===== config.mk =====
export PLATFORM = sky130hd
export DESIGN_NAME = sdram_row_decoder
export DESIGN_NICKNAME = d
export VERILOG_FILES = /design/src/rtl/row_dec_pkg.sv /design/src/rtl/row_limit_regs.sv /design/src/rtl/row_range_cmp.sv /design/src/rtl/row_pick.sv /design/src/rtl/sdram_row_decoder.sv
export SDC_FILE = /design/constraint.sdc
export NUM_CORES = 1
export LEC_CHECK = 0
export BUFFER_PORTS_ARGS = -buffer_cell sky130_fd_sc_hd__buf_2
export CAP_MARGIN = 0
export CORE_MARGIN = 1.5
export CORE_UTILIZATION = 50
export DETAILED_ROUTE_END_ITERATION = 8
export GPL_TIMING_DRIVEN = 0
export PLACE_DENSITY = 0.77
export SYNTH_ARGS = -nofsm -noshare
export SYNTH_HDL_FRONTEND = slang
export SYNTH_HIERARCHICAL = 1
export SYNTH_SLANG_ARGS = --single-unit

===== constraint.sdc =====
create_clock -name clk -period 5.35 [get_ports clk]
set_clock_uncertainty 0.15 [all_clocks]
set_input_delay 0.2675 -clock clk [delete_from_list [all_inputs] [get_ports clk]]
set_output_delay 0.2675 -clock clk [all_outputs]
set_load 0.005 [all_outputs]

===== src/rtl/row_dec_pkg.sv =====
// Package: shared types for the SDRAM row boundary decoder.
// Holds the global mode-bit layout used by the register file and the top.
package row_dec_pkg;

    // Bit positions of the mode byte.
    localparam int MODE_ECC_BIT = 0;
    localparam int MODE_REG_BIT = 1;

    // Global memory mode settings shared by all rows.
    typedef struct packed {
        logic dimm_reg;
        logic ecc_en;
    } mode_t;

endpackage


===== src/rtl/row_limit_regs.sv =====
// Module: row_limit_regs
// Holds one boundary value per row plus the global mode byte, loaded
// through a single-word write port. Offsets 0..NUM_ROWS-1 address the
// rows, offset NUM_ROWS the mode byte; higher offsets are ignored.
// Assumes DATA_W >= 2 so that both mode bits fit in one write.
module row_limit_regs
    import row_dec_pkg::*;
#(
    parameter int NUM_ROWS = 4,
    parameter int DATA_W   = 8,
    parameter int OFF_W    = 3
) (
    input  logic                              clk,
    input  logic                              rst_n,
    input  logic                              wr_en,
    input  logic [OFF_W-1:0]                  wr_off,
    input  logic [DATA_W-1:0]                 wr_data,
    output logic [NUM_ROWS-1:0][DATA_W-1:0]   limits,
    output mode_t                             mode
);

    localparam logic [OFF_W-1:0] MODE_OFF = OFF_W'(NUM_ROWS);

    logic wr_data_unused;
    assign wr_data_unused = ^wr_data[DATA_W-1:2];

    generate
        for (genvar n = 0; n < NUM_ROWS; n++) begin : g_row
            // Load this row's boundary when its offset is written.
            always_ff @(posedge clk) begin
                if (!rst_n)
                    limits[n] <= '0;
                else if (wr_en && wr_off == OFF_W'(n))
                    limits[n] <= wr_data;
            end

            // Written value appears in the addressed row.
            assert_row_write_R2: assert property (@(posedge clk) disable iff (!rst_n)
                (wr_en && wr_off == OFF_W'(n)) |=> (limits[n] == $past(wr_data)));
        end
    endgenerate

    // Load the global mode bits when the mode offset is written.
    always_ff @(posedge clk) begin
        if (!rst_n)
            mode <= '0;
        else if (wr_en && wr_off == MODE_OFF) begin
            mode.ecc_en   <= wr_data[MODE_ECC_BIT];
            mode.dimm_reg <= wr_data[MODE_REG_BIT];
        end
    end

    // Writes to unmapped offsets leave every register unchanged.
    assert_unmapped_write_R2: assert property (@(posedge clk) disable iff (!rst_n)
        (wr_en && wr_off > MODE_OFF) |=> ($stable(limits) && $stable(mode)));

endmodule


===== src/rtl/row_range_cmp.sv =====
// Module: row_range_cmp
// Computes each row's base as the running maximum of the limits below
// it, and flags the rows whose [base, limit) window contains the
// address. A row whose limit does not exceed its base is empty.
// Compares only the upper address bits: limits are whole units.
module row_range_cmp #(
    parameter int NUM_ROWS = 4,
    parameter int LIMIT_W  = 8
) (
    input  logic [LIMIT_W-1:0]                addr_top,
    input  logic [NUM_ROWS-1:0][LIMIT_W-1:0]  limits,
    output logic [NUM_ROWS-1:0]               in_row,
    output logic [NUM_ROWS-1:0][LIMIT_W-1:0]  bases
);

    logic [NUM_ROWS:0][LIMIT_W-1:0] running;

    assign running[0] = '0;

    generate
        for (genvar n = 0; n < NUM_ROWS; n++) begin : g_cmp
            logic populated;
            // Base is the highest limit seen in the rows below.
            assign bases[n]      = running[n];
            // Carry the highest limit forward to the next row.
            assign running[n+1]  = (limits[n] > running[n]) ? limits[n] : running[n];
            // A row holds memory only when it extends past its base.
            assign populated     = limits[n] > running[n];
            // Address lies in the row's half-open window.
            assign in_row[n]     = populated && (addr_top >= running[n]) && (addr_top < limits[n]);
        end
    endgenerate

endmodule


===== src/rtl/row_pick.sv =====
// Module: row_pick
// Chooses the lowest-numbered matching row, giving a one-hot select,
// a hit flag and the chosen row's base. Assumes nothing about how
// many rows match.
module row_pick #(
    parameter int NUM_ROWS = 4,
    parameter int LIMIT_W  = 8
) (
    input  logic [NUM_ROWS-1:0]               in_row,
    input  logic [NUM_ROWS-1:0][LIMIT_W-1:0]  bases,
    output logic [NUM_ROWS-1:0]               sel,
    output logic                              hit,
    output logic [LIMIT_W-1:0]                base_sel
);

    // Priority pick: the first matching row from row 0 upward wins.
    always_comb begin
        sel = '0;
        for (int n = 0; n < NUM_ROWS; n++) begin
            if (in_row[n] && sel == '0)
                sel[n] = 1'b1;
        end
    end

    // Hit whenever any row was chosen.
    assign hit = |in_row;

    // Select the chosen row's base; zero on a miss.
    always_comb begin
        base_sel = '0;
        for (int n = 0; n < NUM_ROWS; n++) begin
            if (sel[n])
                base_sel = base_sel | bases[n];
        end
    end

endmodule


===== src/rtl/sdram_row_decoder.sv =====
// Module: sdram_row_decoder (top)
// Decodes a physical address onto one of NUM_ROWS SDRAM rows bounded
// by cumulative upper limits, with one register stage from address to
// result. Assumes LIMIT_SHIFT + LIMIT_W == ADDR_W, so each boundary
// value covers the full upper address field.
module sdram_row_decoder
    import row_dec_pkg::*;
#(
    parameter int NUM_ROWS    = 4,
    parameter int LIMIT_W     = 8,
    parameter int ADDR_W      = 32,
    parameter int LIMIT_SHIFT = 24,
    parameter int OFF_W       = $clog2(NUM_ROWS + 1)
) (
    input  logic                  clk,
    input  logic                  rst_n,
    input  logic                  cfg_wr_en,
    input  logic [OFF_W-1:0]      cfg_wr_off,
    input  logic [LIMIT_W-1:0]    cfg_wr_data,
    input  logic                  addr_valid,
    input  logic [ADDR_W-1:0]     addr,
    output logic                  sel_valid,
    output logic [NUM_ROWS-1:0]   row_sel,
    output logic                  row_hit,
    output logic [ADDR_W-1:0]     row_base,
    output logic                  ecc_on,
    output logic                  dimm_registered
);

    generate
        if (LIMIT_SHIFT + LIMIT_W != ADDR_W) begin : g_bad_cfg
            $error("LIMIT_SHIFT + LIMIT_W must equal ADDR_W");
        end
    endgenerate

    logic [NUM_ROWS-1:0][LIMIT_W-1:0] limits;
    mode_t                            mode;
    logic [NUM_ROWS-1:0][LIMIT_W-1:0] bases;
    logic [NUM_ROWS-1:0]              in_row;
    logic [NUM_ROWS-1:0]              pick_sel;
    logic                             pick_hit;
    logic [LIMIT_W-1:0]               pick_base;
    logic [LIMIT_W-1:0]               addr_top;
    logic                             addr_low_unused;

    assign addr_top        = addr[ADDR_W-1 -: LIMIT_W];
    assign addr_low_unused = ^addr[LIMIT_SHIFT-1:0];

    row_limit_regs #(
        .NUM_ROWS (NUM_ROWS),
        .DATA_W   (LIMIT_W),
        .OFF_W    (OFF_W)
    ) regs_i (
        .clk     (clk),
        .rst_n   (rst_n),
        .wr_en   (cfg_wr_en),
        .wr_off  (cfg_wr_off),
        .wr_data (cfg_wr_data),
        .limits  (limits),
        .mode    (mode)
    );

    row_range_cmp #(
        .NUM_ROWS (NUM_ROWS),
        .LIMIT_W  (LIMIT_W)
    ) cmp_i (
        .addr_top (addr_top),
        .limits   (limits),
        .in_row   (in_row),
        .bases    (bases)
    );

    row_pick #(
        .NUM_ROWS (NUM_ROWS),
        .LIMIT_W  (LIMIT_W)
    ) pick_i (
        .in_row   (in_row),
        .bases    (bases),
        .sel      (pick_sel),
        .hit      (pick_hit),
        .base_sel (pick_base)
    );

    // Register the decode result; clear it in idle cycles.
    always_ff @(posedge clk) begin
        if (!rst_n || !addr_valid) begin
            sel_valid <= 1'b0;
            row_sel   <= '0;
            row_hit   <= 1'b0;
            row_base  <= '0;
        end else begin
            sel_valid <= 1'b1;
            row_sel   <= pick_sel;
            row_hit   <= pick_hit;
            row_base  <= {pick_base, {LIMIT_SHIFT{1'b0}}};
        end
    end

    assign ecc_on          = mode.ecc_en;
    assign dimm_registered = mode.dimm_reg;

    // Reset leaves outputs and mode bits clear.
    assert_reset_clear_R1: assert property (@(posedge clk)
        !rst_n |=> (!sel_valid && row_sel == '0 && !ecc_on && !dimm_registered));

    // Valid address yields a valid result one cycle later.
    assert_latency_R8: assert property (@(posedge clk) disable iff (!rst_n)
        addr_valid |=> sel_valid);

    // Idle cycle clears the result.
    assert_idle_clear_R8: assert property (@(posedge clk) disable iff (!rst_n)
        !addr_valid |=> (!sel_valid && !row_hit && row_sel == '0));

    // Select is one-hot and agrees with the hit flag.
    assert_onehot_R9: assert property (@(posedge clk) disable iff (!rst_n)
        $onehot0(row_sel) && (row_hit == (row_sel != '0)));

    // Windows of populated rows never overlap.
    assert_rows_disjoint_R7: assert property (@(posedge clk) disable iff (!rst_n)
        $onehot0(in_row));

    // Chosen base never exceeds the decoded address.
    assert_base_le_addr_R4: assert property (@(posedge clk) disable iff (!rst_n)
        row_hit |-> (row_base <= $past(addr)));

    // Base is aligned to the boundary unit.
    assert_base_aligned_R3: assert property (@(posedge clk) disable iff (!rst_n)
        row_base[LIMIT_SHIFT-1:0] == '0);

    // A miss reports a zero base.
    assert_miss_base_zero_R6: assert property (@(posedge clk) disable iff (!rst_n)
        !row_hit |-> (row_base == '0));

endmodule


==> impl_metrics.env, run 1 <==
export IMPL_status="finished, violations left"
export IMPL_violations="setup timing"
export IMPL_synth_top_family_by_area="adder cells"
export IMPL_pre_cts_slack_ps=-1090
export IMPL_max_cap_violations=0
export IMPL_tightest_slew_ps=588
export IMPL_synth_top_area_share_pct=22.4
export IMPL_total_power_mw=1.19
export IMPL_syn_area_per_cell_um2=8.49
export IMPL_clk_path_buf_depth=2
export IMPL_max_slew_margin_pct=60.8
export IMPL_ys_warn_count=6
export IMPL_syn2layout_area_growth_pct=29.1
export IMPL_grt_pass1_vias=3817
export IMPL_cp_required_ps=5470
export IMPL_fin_setup_tns_ps=-3460
export IMPL_fp_dieArea_um2=9140
export IMPL_setup_violations=10
export IMPL_synth_distinct_cells=60
export IMPL_netlist_area_um2=4290
export IMPL_cp_max_fo=5
export IMPL_critPathKind="reg -> reg"
export IMPL_yosysSeqAreaShare_pct=22.4
export IMPL_coreArea_um2=8260
export IMPL_ant_nets=0
export IMPL_slowest_stage="dfxtp_4"
export IMPL_hold_viol_final=0
export IMPL_period_share_pct=107
export IMPL_grt_max_degree=16
export IMPL_diodes=0
export IMPL_wl_per_cell_um=16.4
export IMPL_path_clk_slew_ps=100
export IMPL_synth_mux_area_fraction_pct=8.47
export IMPL_async_reset_ff_share_pct=0
export IMPL_hp_class="in -> reg"
export IMPL_viasPerCell=5.54
export IMPL_numPortBuffers=38
export IMPL_clock_sinks=48
export IMPL_grt_pass1_wl_um=18000
export IMPL_synth_xor_area_share_pct=0.409
export IMPL_postLayoutSetupSlackWorst_ps=-393
export IMPL_grt_total_usage_pct=25.9
export IMPL_gp_congestion=0.891
export IMPL_start_util_pct=51.9
export IMPL_synth_main_ff_cell="dfxtp_1"
export IMPL_worstSkewPairLatency_ps=320
export IMPL_postSynthCellCount=505
export IMPL_synth_edf_count=0
export IMPL_synth_area_top_cells="dfxtp_1 22%, ha_1 20%, mux2i_1 7.9%, buf_4 6.1%, nand2_1 5.1%"
export IMPL_grt_ovfl_total=0
export IMPL_synth_compound_area_share_pct=17.2
export IMPL_first_iter_violations=205
export IMPL_tritoncts="done"
export IMPL_dp_hpwl_um=8480
export IMPL_drcViolationCount=0
export IMPL_max_freq_mhz=174
export IMPL_critPathCaptureType="flop"
export IMPL_synth_seq_cells=48
export IMPL_yosysMostFrequentCell="ha_1"
export IMPL_slew_violations=0
export IMPL_max_stage_delay_ps=390
export IMPL_synth_fa_ha_area_share_pct=21.0
export IMPL_via_count=4014
export IMPL_drive_above_1_share_pct=33.6
export IMPL_antenna_found_initial=0
export IMPL_cp_arrival_ps=5860
export IMPL_die_x_um=95.6
export IMPL_synthSimpleGateAreaFrac_pct=17.0
export IMPL_vdd_drop_max_mv=0.164
export IMPL_critPathLaunchType="flop"
export IMPL_ys_top_cells_by_count="70 x ha_1, 58 x nand2_1, 51 x inv_1, 48 x dfxtp_1, 35 x buf_4"
export IMPL_p_leak_nw=2.62
export IMPL_final_min_clock_period_ps=5740
export IMPL_wl_um=11900
export IMPL_root_buffer="clkbuf_8"
export IMPL_fin_nets=735
export IMPL_timing_hold_ws_ps=97.6
export IMPL_final_core_util_pct=67.0
export IMPL_synth_top_area_cell="dfxtp_1"
export IMPL_rows=33
export IMPL_rsz0062_at_grt="true"
export IMPL_dieHeight_um=95.6
export IMPL_numCtsBuffers=5
export IMPL_io_pins=87
export IMPL_power_density_nw_per_um2=215
export IMPL_dr_pass1_iters=5
export IMPL_cts_htree_levels=2
-- worst paths after layout --
path | slack [ps] | startpoint | endpoint | cells past startpoint
setup / recovery | -390 | regs_i/limits[5]$_SDFFE_PN0P_ | row_base[31]$_SDFF_PP0_ | 32
setup reg to reg | -390 | regs_i/limits[5]$_SDFFE_PN0P_ | row_base[31]$_SDFF_PP0_ | 32
hold / removal | 100 | addr_valid | row_base[30]$_SDFF_PP0_ | 2
hold reg to reg | 320 | regs_i/limits[25]$_SDFFE_PN0P_ | regs_i/limits[25]$_SDFFE_PN0P_ | 2
-- layout by cell type, fill, tap and decap left out, types with 3 or more instances in the layout --
cell / Yosys / routed
a21o_1: 26 / 26
a21oi_1: 15 / 13
a221oi_1: 9 / 9
and3_1: 9 / 9
buf_2: 6 / 44
buf_4: 35 / 69
buf_6: 3 / 5
buf_8: 0 / 3
clkbuf_1: 15 / 13
clkbuf_8: 0 / 6
conb_1: 2 / 32
dfxtp_1: 48 / 38
dfxtp_2: 0 / 4
dfxtp_4: 0 / 6
ha_1: 70 / 59
ha_4: 0 / 10
inv_1: 51 / 42
inv_2: 0 / 7
mux2i_1: 34 / 34
nand2_1: 58 / 53
nand2_2: 0 / 4
nand2b_1: 7 / 7
nand4_1: 5 / 5
nor2_1: 10 / 8
nor2b_1: 15 / 15
nor3_1: 3 / 3
o21a_1: 5 / 5
o21ai_0: 20 / 4
o21ai_1: 4 / 12
o21ai_2: 1 / 4
o21ai_4: 0 / 5
-- critical path, delay by kind of cell (launching register included) --
kind                       cells  cell delay [ps]
AOI/OAI and AO/OA             16             2320
and+or+nand+nor                8             1420
adders and majority gates      3              770
buffers and inverters          5              690
DFF                            1              390
-- registers in the layout, indices dropped and copies added, names as in the netlist --
name / flops
sel_valid: 1
row_sel: 4
regs_i/mode: 2
row_base: 8
row_hit: 1
regs_i/limits: 32
-- cells by family after synthesis --
| family | count (synthesis) |
|---|---|
| compound gates | 102 |
| xor+xnor | 2 |
| fa+ha+maj | 72 |
| buf+inv | 110 |
| flops | 48 |
| mux | 36 |
| other cells | 2 |
| simple gates | 133 |
-- routing by layer --
metal / global-route usage (%) / share of wire [%] / up-vias
li1: - / - / 1926
met1: 31.5 / 42 / 1857
met2: 43.5 / 46 / 183
met3: 4.15 / 6.4 / 48
met4: 13.5 / 5.4 / 0
met5: 0 / 0 / -
-- per-stage QoR --
| step | cells | instance area (um2) |
|---|---|---|
| after detailed placement | 679 | 4790 |
| final | 724 | 5530 |
| after global routing | 724 | 5530 |
| after floorplan | 535 | 4460 |
| after global placement | 678 | 4780 |
| after CTS | 709 | 5290 |
-- report_power, final --
group | internal (mW) | switching, mW
Clock | 0.153 | 0.137
Combinational | 0.252 | 0.272
Sequential | 0.364 | 0.00933
-- repair_timing --
action	in CTS	in global routing
endpoints found under the setup margin	10	10
pin swaps	31	15
buffers inserted	22	15
resized for setup	55	31
cloned	1	0
hold buffers	0	0
-- cell type report --
class	instances	area (um2)
multi-input combinational	377	3200
clock inverter	2	38.8
tap	105	131
buffer	58	398
inverter	51	198
clock buffer	6	82.6
timing repair buffer	77	500
fill	675	2720
sequential	48	988
Note: power is estimated with default switching activity, not from simulation.
==> run 2, diff against run 1 <==
--- a/config.mk
+++ b/config.mk
@@ -5,13 +5,13 @@
 export SDC_FILE = /design/constraint.sdc
 export NUM_CORES = 1
 export LEC_CHECK = 0
-export BUFFER_PORTS_ARGS = -buffer_cell sky130_fd_sc_hd__buf_2
 export CAP_MARGIN = 0
 export CORE_MARGIN = 1.5
 export CORE_UTILIZATION = 50
 export DETAILED_ROUTE_END_ITERATION = 8
+export DONT_BUFFER_PORTS = 1
 export GPL_TIMING_DRIVEN = 0
-export PLACE_DENSITY = 0.77
+export PLACE_DENSITY = 0.68
 export SYNTH_ARGS = -nofsm -noshare
 export SYNTH_HDL_FRONTEND = slang
 export SYNTH_HIERARCHICAL = 1
==> run 2 against run 1 <==
The run ends with hold timing, setup timing left. Critical path depth shrank 3. Wire length decreased by 1.5%. Die area unchanged. Setup slack worse by 50 ps. Core utilization down 1.8 points. First-iteration DRC count up 12%. Non-clock buffer count shrank 40. Highest routed layer unchanged.
==> impl_metrics.env, run 2 (synthesis results as in run 1) <==
export IMPL_grt_total_usage_pct=25.7
export IMPL_coreArea_um2=8260
export IMPL_grt_pass1_vias=3553
export IMPL_clk_path_buf_depth=2
export IMPL_rsz0062_at_grt="true"
export IMPL_dieHeight_um=95.6
export IMPL_final_min_clock_period_ps=5790
export IMPL_first_iter_violations=230
export IMPL_viasPerCell=5.53
export IMPL_holdPathEnd="row_sel[3]$_SDFF_PP0_"
export IMPL_antenna_found_initial=0
export IMPL_r2r_end="row_base[31]$_SDFF_PP0_"
export IMPL_rows=33
export IMPL_ant_nets=0
export IMPL_hold_depth=1
export IMPL_wl_um=11700
export IMPL_cp_arrival_ps=5900
export IMPL_violations="hold timing, setup timing"
export IMPL_slew_violations=0
export IMPL_wl_per_cell_um=17.2
export IMPL_via_count=3777
export IMPL_tightest_slew_ps=604
export IMPL_max_freq_mhz=173
export IMPL_timing_hold_ws_ps=-32.9
export IMPL_grt_ovfl_total=0
export IMPL_p_leak_nw=2.41
export IMPL_r2r_setup_slack_ps=-440
export IMPL_rr_worst_depth=29
export IMPL_grt_met3_usage_pct=3.83
export IMPL_start_util_pct=51.9
export IMPL_clock_sinks=48
export IMPL_drcViolationCount=0
export IMPL_fin_setup_tns_ps=-3870
export IMPL_cp_required_ps=5460
export IMPL_fin_nets=695
export IMPL_max_slew_margin_pct=59.7
export IMPL_io_pins=87
export IMPL_numPortBuffers=0
export IMPL_largest_reg_flops=32
export IMPL_drive_above_1_share_pct=31.3
export IMPL_critPathLaunchType="flop"
export IMPL_max_cap_violations=0
export IMPL_root_buffer="clkbuf_8"
export IMPL_diodes=0
export IMPL_grt_use_met1_pct=32.7
export IMPL_critPathKind="reg -> reg"
export IMPL_worstSkewPairLatency_ps=310
export IMPL_cp_startpoint="regs_i/limits[3]$_SDFFE_PN0P_"
export IMPL_grt_max_degree=15
export IMPL_hp_class="in -> reg"
export IMPL_pre_cts_slack_ps=-1280
export IMPL_final_cell_mix="68 x buf_4, 55 x ha_1, 51 x nand2_1, 43 x inv_1, 38 x dfxtp_1"
export IMPL_syn2layout_area_growth_pct=25.6
export IMPL_critPathCaptureType="flop"
export IMPL_setup_violations=10
export IMPL_power_density_nw_per_um2=207
export IMPL_largest_register="regs_i/limits"
export IMPL_gp_congestion=0.898
export IMPL_slowest_stage="dfxtp_4"
export IMPL_grt_use_met2_pct=42.8
export IMPL_die_x_um=95.6
export IMPL_layout_top_registers="regs_i/limits (32), row_base (8), row_sel (4)"
export IMPL_status="finished, violations left"
export IMPL_cts_htree_levels=2
export IMPL_fp_dieArea_um2=9140
export IMPL_dp_hpwl_um=8340
export IMPL_vdd_drop_max_mv=0.144
export IMPL_max_stage_delay_ps=370
export IMPL_tritoncts="done"
export IMPL_path_clk_slew_ps=90
export IMPL_reg2reg_from="regs_i/limits[3]$_SDFFE_PN0P_"
export IMPL_final_common_cell="buf_4"
export IMPL_numCtsBuffers=5
export IMPL_final_core_util_pct=65.2
export IMPL_grt_pass1_wl_um=17700
export IMPL_cp_max_fo=5
export IMPL_hold_start="addr_valid"
export IMPL_dr_pass1_iters=5
export IMPL_hold_viol_final=4
export IMPL_grt_busiest_layer="met2"
export IMPL_period_share_pct=108
export IMPL_postLayoutSetupSlackWorst_ps=-444
==> run 2: changes by cell type in the layout (fill, tap and decap cells not counted), sizes merged <==
| cell | change |
|---|---|
| bufinv | -1 |
| clkinvlp | +1 |
| clkbuf | -1 |
| buf | -40 |
==> run 2: through the flow <==
step                hold WS (ps)  area [um2]  power [mW]  cells
floorplan                    285        4460       0.664    535
finish                     -32.9        5380        1.11    683
detailed placement           289        4600       0.737    641
CTS                        -36.9        5140        1.04    675
global route               -41.6        5380        1.17    683
global placement             288        4590       0.728    640
==> run 2: area by class of cell <==
| type | instances | area (um2) |
|---|---|---|
| clock buffer | 5 | 68.8 |
| multi-input combinational | 377 | 3290 |
| timing repair buffer | 37 | 292 |
| tap | 105 | 131 |
| buffer | 58 | 398 |
| clock inverter | 2 | 12.5 |
| sequential | 48 | 991 |
| inverter | 51 | 198 |
| fill | 676 | 2870 |
==> run 2: critical path, delay by kind of cell, from the launching register on <==
kind,cells,cell delay [ps]
simple gates,6,1000
compound gates,13,2450
flops,1,370
fa+ha+maj,3,790
buf+inv,7,950
==> run 2: where the power goes <==
group	leakage (nW)	internal (mW)	switching (mW)
clock	0.0400	0.0887	0.124
combinational	1.97	0.259	0.268
sequential	0.395	0.364	0.0103
total	2.41	0.712	0.403
==> run 2: repair_timing <==
item                                    4_1_cts  5_1_grt
endpoints found under the setup margin       10       10
endpoints found under the hold margin         4        4
gates resized for setup                      64       39
cloned                                        1        0
buffers inserted                             27        8
pin swaps                                    29       27
==> run 2: worst max path at each step <==
stage | to | slack [ps] | depth (start not counted)
final | row_base[31]$_SDFF_PP0_ | -440 | 29
after global placement | row_base[31]$_SDFF_PP0_ | -1190 | 30
after floorplan | row_base[30]$_SDFF_PP0_ | 10 | 30
after CTS | row_base[30]$_SDFF_PP0_ | -250 | 30
after detailed placement | row_base[28]$_SDFF_PP0_ | -1280 | 30
after global routing | row_base[31]$_SDFF_PP0_ | -610 | 26
==> run 2: routing by layer <==
metal  share of wire (%)  vias to the layer above
met1                  44                     1767
met2                  47                      127
met3                 4.7                       36
met5                   0                        -
met4                 4.3                        0
li1                    -                     1847
==> run 3, diff against run 2 <==
--- a/config.mk
+++ b/config.mk
@@ -11,6 +11,7 @@
 export DETAILED_ROUTE_END_ITERATION = 8
 export DONT_BUFFER_PORTS = 1
 export GPL_TIMING_DRIVEN = 0
+export MAX_ROUTING_LAYER = met4
 export PLACE_DENSITY = 0.68
 export SYNTH_ARGS = -nofsm -noshare
 export SYNTH_HDL_FRONTEND = slang
==> run 3 against run 2 <==
The run ends with setup timing left. Count of clock-buffer cells in the layout increased by 1. Non-clock buffer count increased by 1. Cell area decreased by 0.70%. Die area unchanged. Clock power increased by 13%. Sequential power about the same. Register-to-register slack improved by 90 ps. Global-route usage increased by 0.40 points. Sequential cell count unchanged. Final cell count increased by 0.29%. Sequential share of layout area increased by 0.082 points. Critical endpoint is now row_base[30]$_SDFF_PP0_.
==> impl_metrics.env, run 3 (synthesis results as in run 1) <==
export IMPL_period_share_pct=107
export IMPL_fillers=692
export IMPL_grt_busiest_layer="met2"
export IMPL_cp_required_ps=5460
export IMPL_numCtsBuffers=5
export IMPL_cp_arrival_ps=5810
export IMPL_numPortBuffers=0
export IMPL_rows=33
export IMPL_fin_nets=696
export IMPL_p_leak_nw=2.45
export IMPL_hp_class="in -> reg"
export IMPL_layout_top_registers="regs_i/limits (32), row_base (8), row_sel (4)"
export IMPL_tritoncts="done"
export IMPL_clk_path_buf_depth=2
export IMPL_start_util_pct=51.9
export IMPL_critPathCaptureType="flop"
export IMPL_critPathLaunchType="flop"
export IMPL_gp_congestion=0.910
export IMPL_die_x_um=95.6
export IMPL_max_slew_margin_pct=60.2
export IMPL_tightest_slew_ps=597
export IMPL_worstSkewPairLatency_ps=310
export IMPL_largest_register="regs_i/limits"
export IMPL_grt_ovfl_total=0
export IMPL_largest_reg_flops=32
export IMPL_fin_setup_tns_ps=-2990
export IMPL_grt_use_met1_pct=32.9
export IMPL_drcViolationCount=0
export IMPL_dr_pass1_iters=4
export IMPL_rsz0062_at_grt="true"
export IMPL_cp_max_fo=5
export IMPL_final_area_um2=5350
export IMPL_ant_nets=0
export IMPL_slew_violations=0
export IMPL_grt_max_degree=16
export IMPL_grt_total_usage_pct=26.1
export IMPL_antenna_found_initial=0
export IMPL_drive_above_1_share_pct=29.8
export IMPL_dp_hpwl_um=8390
export IMPL_grt_pass1_vias=3625
export IMPL_syn2layout_area_growth_pct=24.8
export IMPL_dieHeight_um=95.6
export IMPL_postPlaceCellArea_um2=4600
export IMPL_diodes=0
export IMPL_timing_hold_ws_ps=18.5
export IMPL_path_clk_slew_ps=100
export IMPL_grt_use_met2_pct=41.8
export IMPL_viasPerCell=5.41
export IMPL_io_pins=87
export IMPL_final_common_cell="buf_4"
export IMPL_status="finished, violations left"
export IMPL_postLayoutSetupSlackWorst_ps=-350
export IMPL_max_freq_mhz=175
export IMPL_violations="setup timing"
export IMPL_clock_sinks=48
export IMPL_power_density_nw_per_um2=212
export IMPL_wl_per_cell_um=16.5
export IMPL_root_buffer="clkbuf_8"
export IMPL_setup_violations=10
export IMPL_critPathKind="reg -> reg"
export IMPL_cts_htree_levels=2
export IMPL_grt_pass1_wl_um=17600
export IMPL_vdd_drop_max_mv=0.152
export IMPL_coreArea_um2=8260
export IMPL_first_iter_violations=185
export IMPL_hold_viol_final=0
export IMPL_final_min_clock_period_ps=5700
export IMPL_via_count=3707
export IMPL_wl_um=11300
export IMPL_grt_met3_usage_pct=3.27
export IMPL_fp_dieArea_um2=9140
export IMPL_max_cap_violations=0
export IMPL_final_cell_mix="66 x buf_4, 58 x ha_1, 51 x nand2_1, 45 x inv_1, 38 x dfxtp_1"
## run 3: routing by layer
layer	up-vias	wire (um)	share of wire, %
met5	-	0	0
met4	0	478	4.2
met3	24	453	4.0
met2	93	5250	46
met1	1750	5120	45
li1	1840	-	-
## run 3: timing repair
item / CTS / global route
gates resized for setup: 44 / 48
hold buffers: 2 / 0
endpoints found under the hold margin: 4 / 0
pin swaps: 21 / 34
setup buffers: 27 / 7
endpoints found under the setup margin: 10 / 10
gates cloned: 1 / 0
## run 3: worst paths after layout
kind	from	end	slack [ps]	cells after the start
setup / recovery	regs_i/limits[1]$_SDFFE_PN0P_	row_base[30]$_SDFF_PP0_	-350	27
hold / removal	cfg_wr_data[7]	regs_i/limits[7]$_SDFFE_PN0P_	20	2
setup reg to reg	regs_i/limits[1]$_SDFFE_PN0P_	row_base[30]$_SDFF_PP0_	-350	27
hold reg to reg	regs_i/mode[0]$_SDFFE_PN0P_	regs_i/mode[0]$_SDFFE_PN0P_	340	2
## run 3: report_power, final
| part | internal [mW] | switching, mW | leakage, nW |
|---|---|---|---|
| clock | 0.105 | 0.135 | 0.0434 |
| sequential | 0.364 | 0.0102 | 0.395 |
| combinational | 0.261 | 0.260 | 2.01 |
## run 3: metrics by stage
step	instances	util, %	power [mW]	worst slack (ps)
after floorplan	535	-	0.664	12.6
after global placement	640	55.6	0.730	-1210
after detailed placement	641	55.7	0.738	-1290
after CTS	678	61.8	1.07	-250
after global routing	685	64.7	1.19	-546
final	685	64.7	1.14	-350
## run 3: layout make-up
class | count | area [um2] | share of cell area [%]
Multi-Input combinational cell | 377 | 3230 | 60.3
Sequential cell | 48 | 988 | 18.5
Buffer | 58 | 398 | 7.44
Timing Repair Buffer | 38 | 308 | 5.76
Inverter | 51 | 198 | 3.70
Tap cell | 105 | 131 | 2.46
Clock buffer | 6 | 82.6 | 1.54
Clock inverter | 2 | 15.0 | 0.281
## run 3: worst max-delay path, cell delays in order (launching register included)
cell       delay [ps]
dfxtp_4           380
inv_4              40
ha_4              210
nor2b_4           120
o211a_1           250
o31ai_4           330
nor2_4             90
buf_8             150
o21ai_2           180
inv_2              90
ha_2              330
nand4_1           110
o211ai_1          240
o21ai_2           110
or2_4             310
buf_4             160
mux2_4            310
ha_1              200
o41ai_1           310
a41oi_1           110
a2111oi_2         340
nor4_4             90
a311oi_2          290
nor4b_4           270
buf_4             180
nand2_1            60
o21ai_1            70
and3_2            170
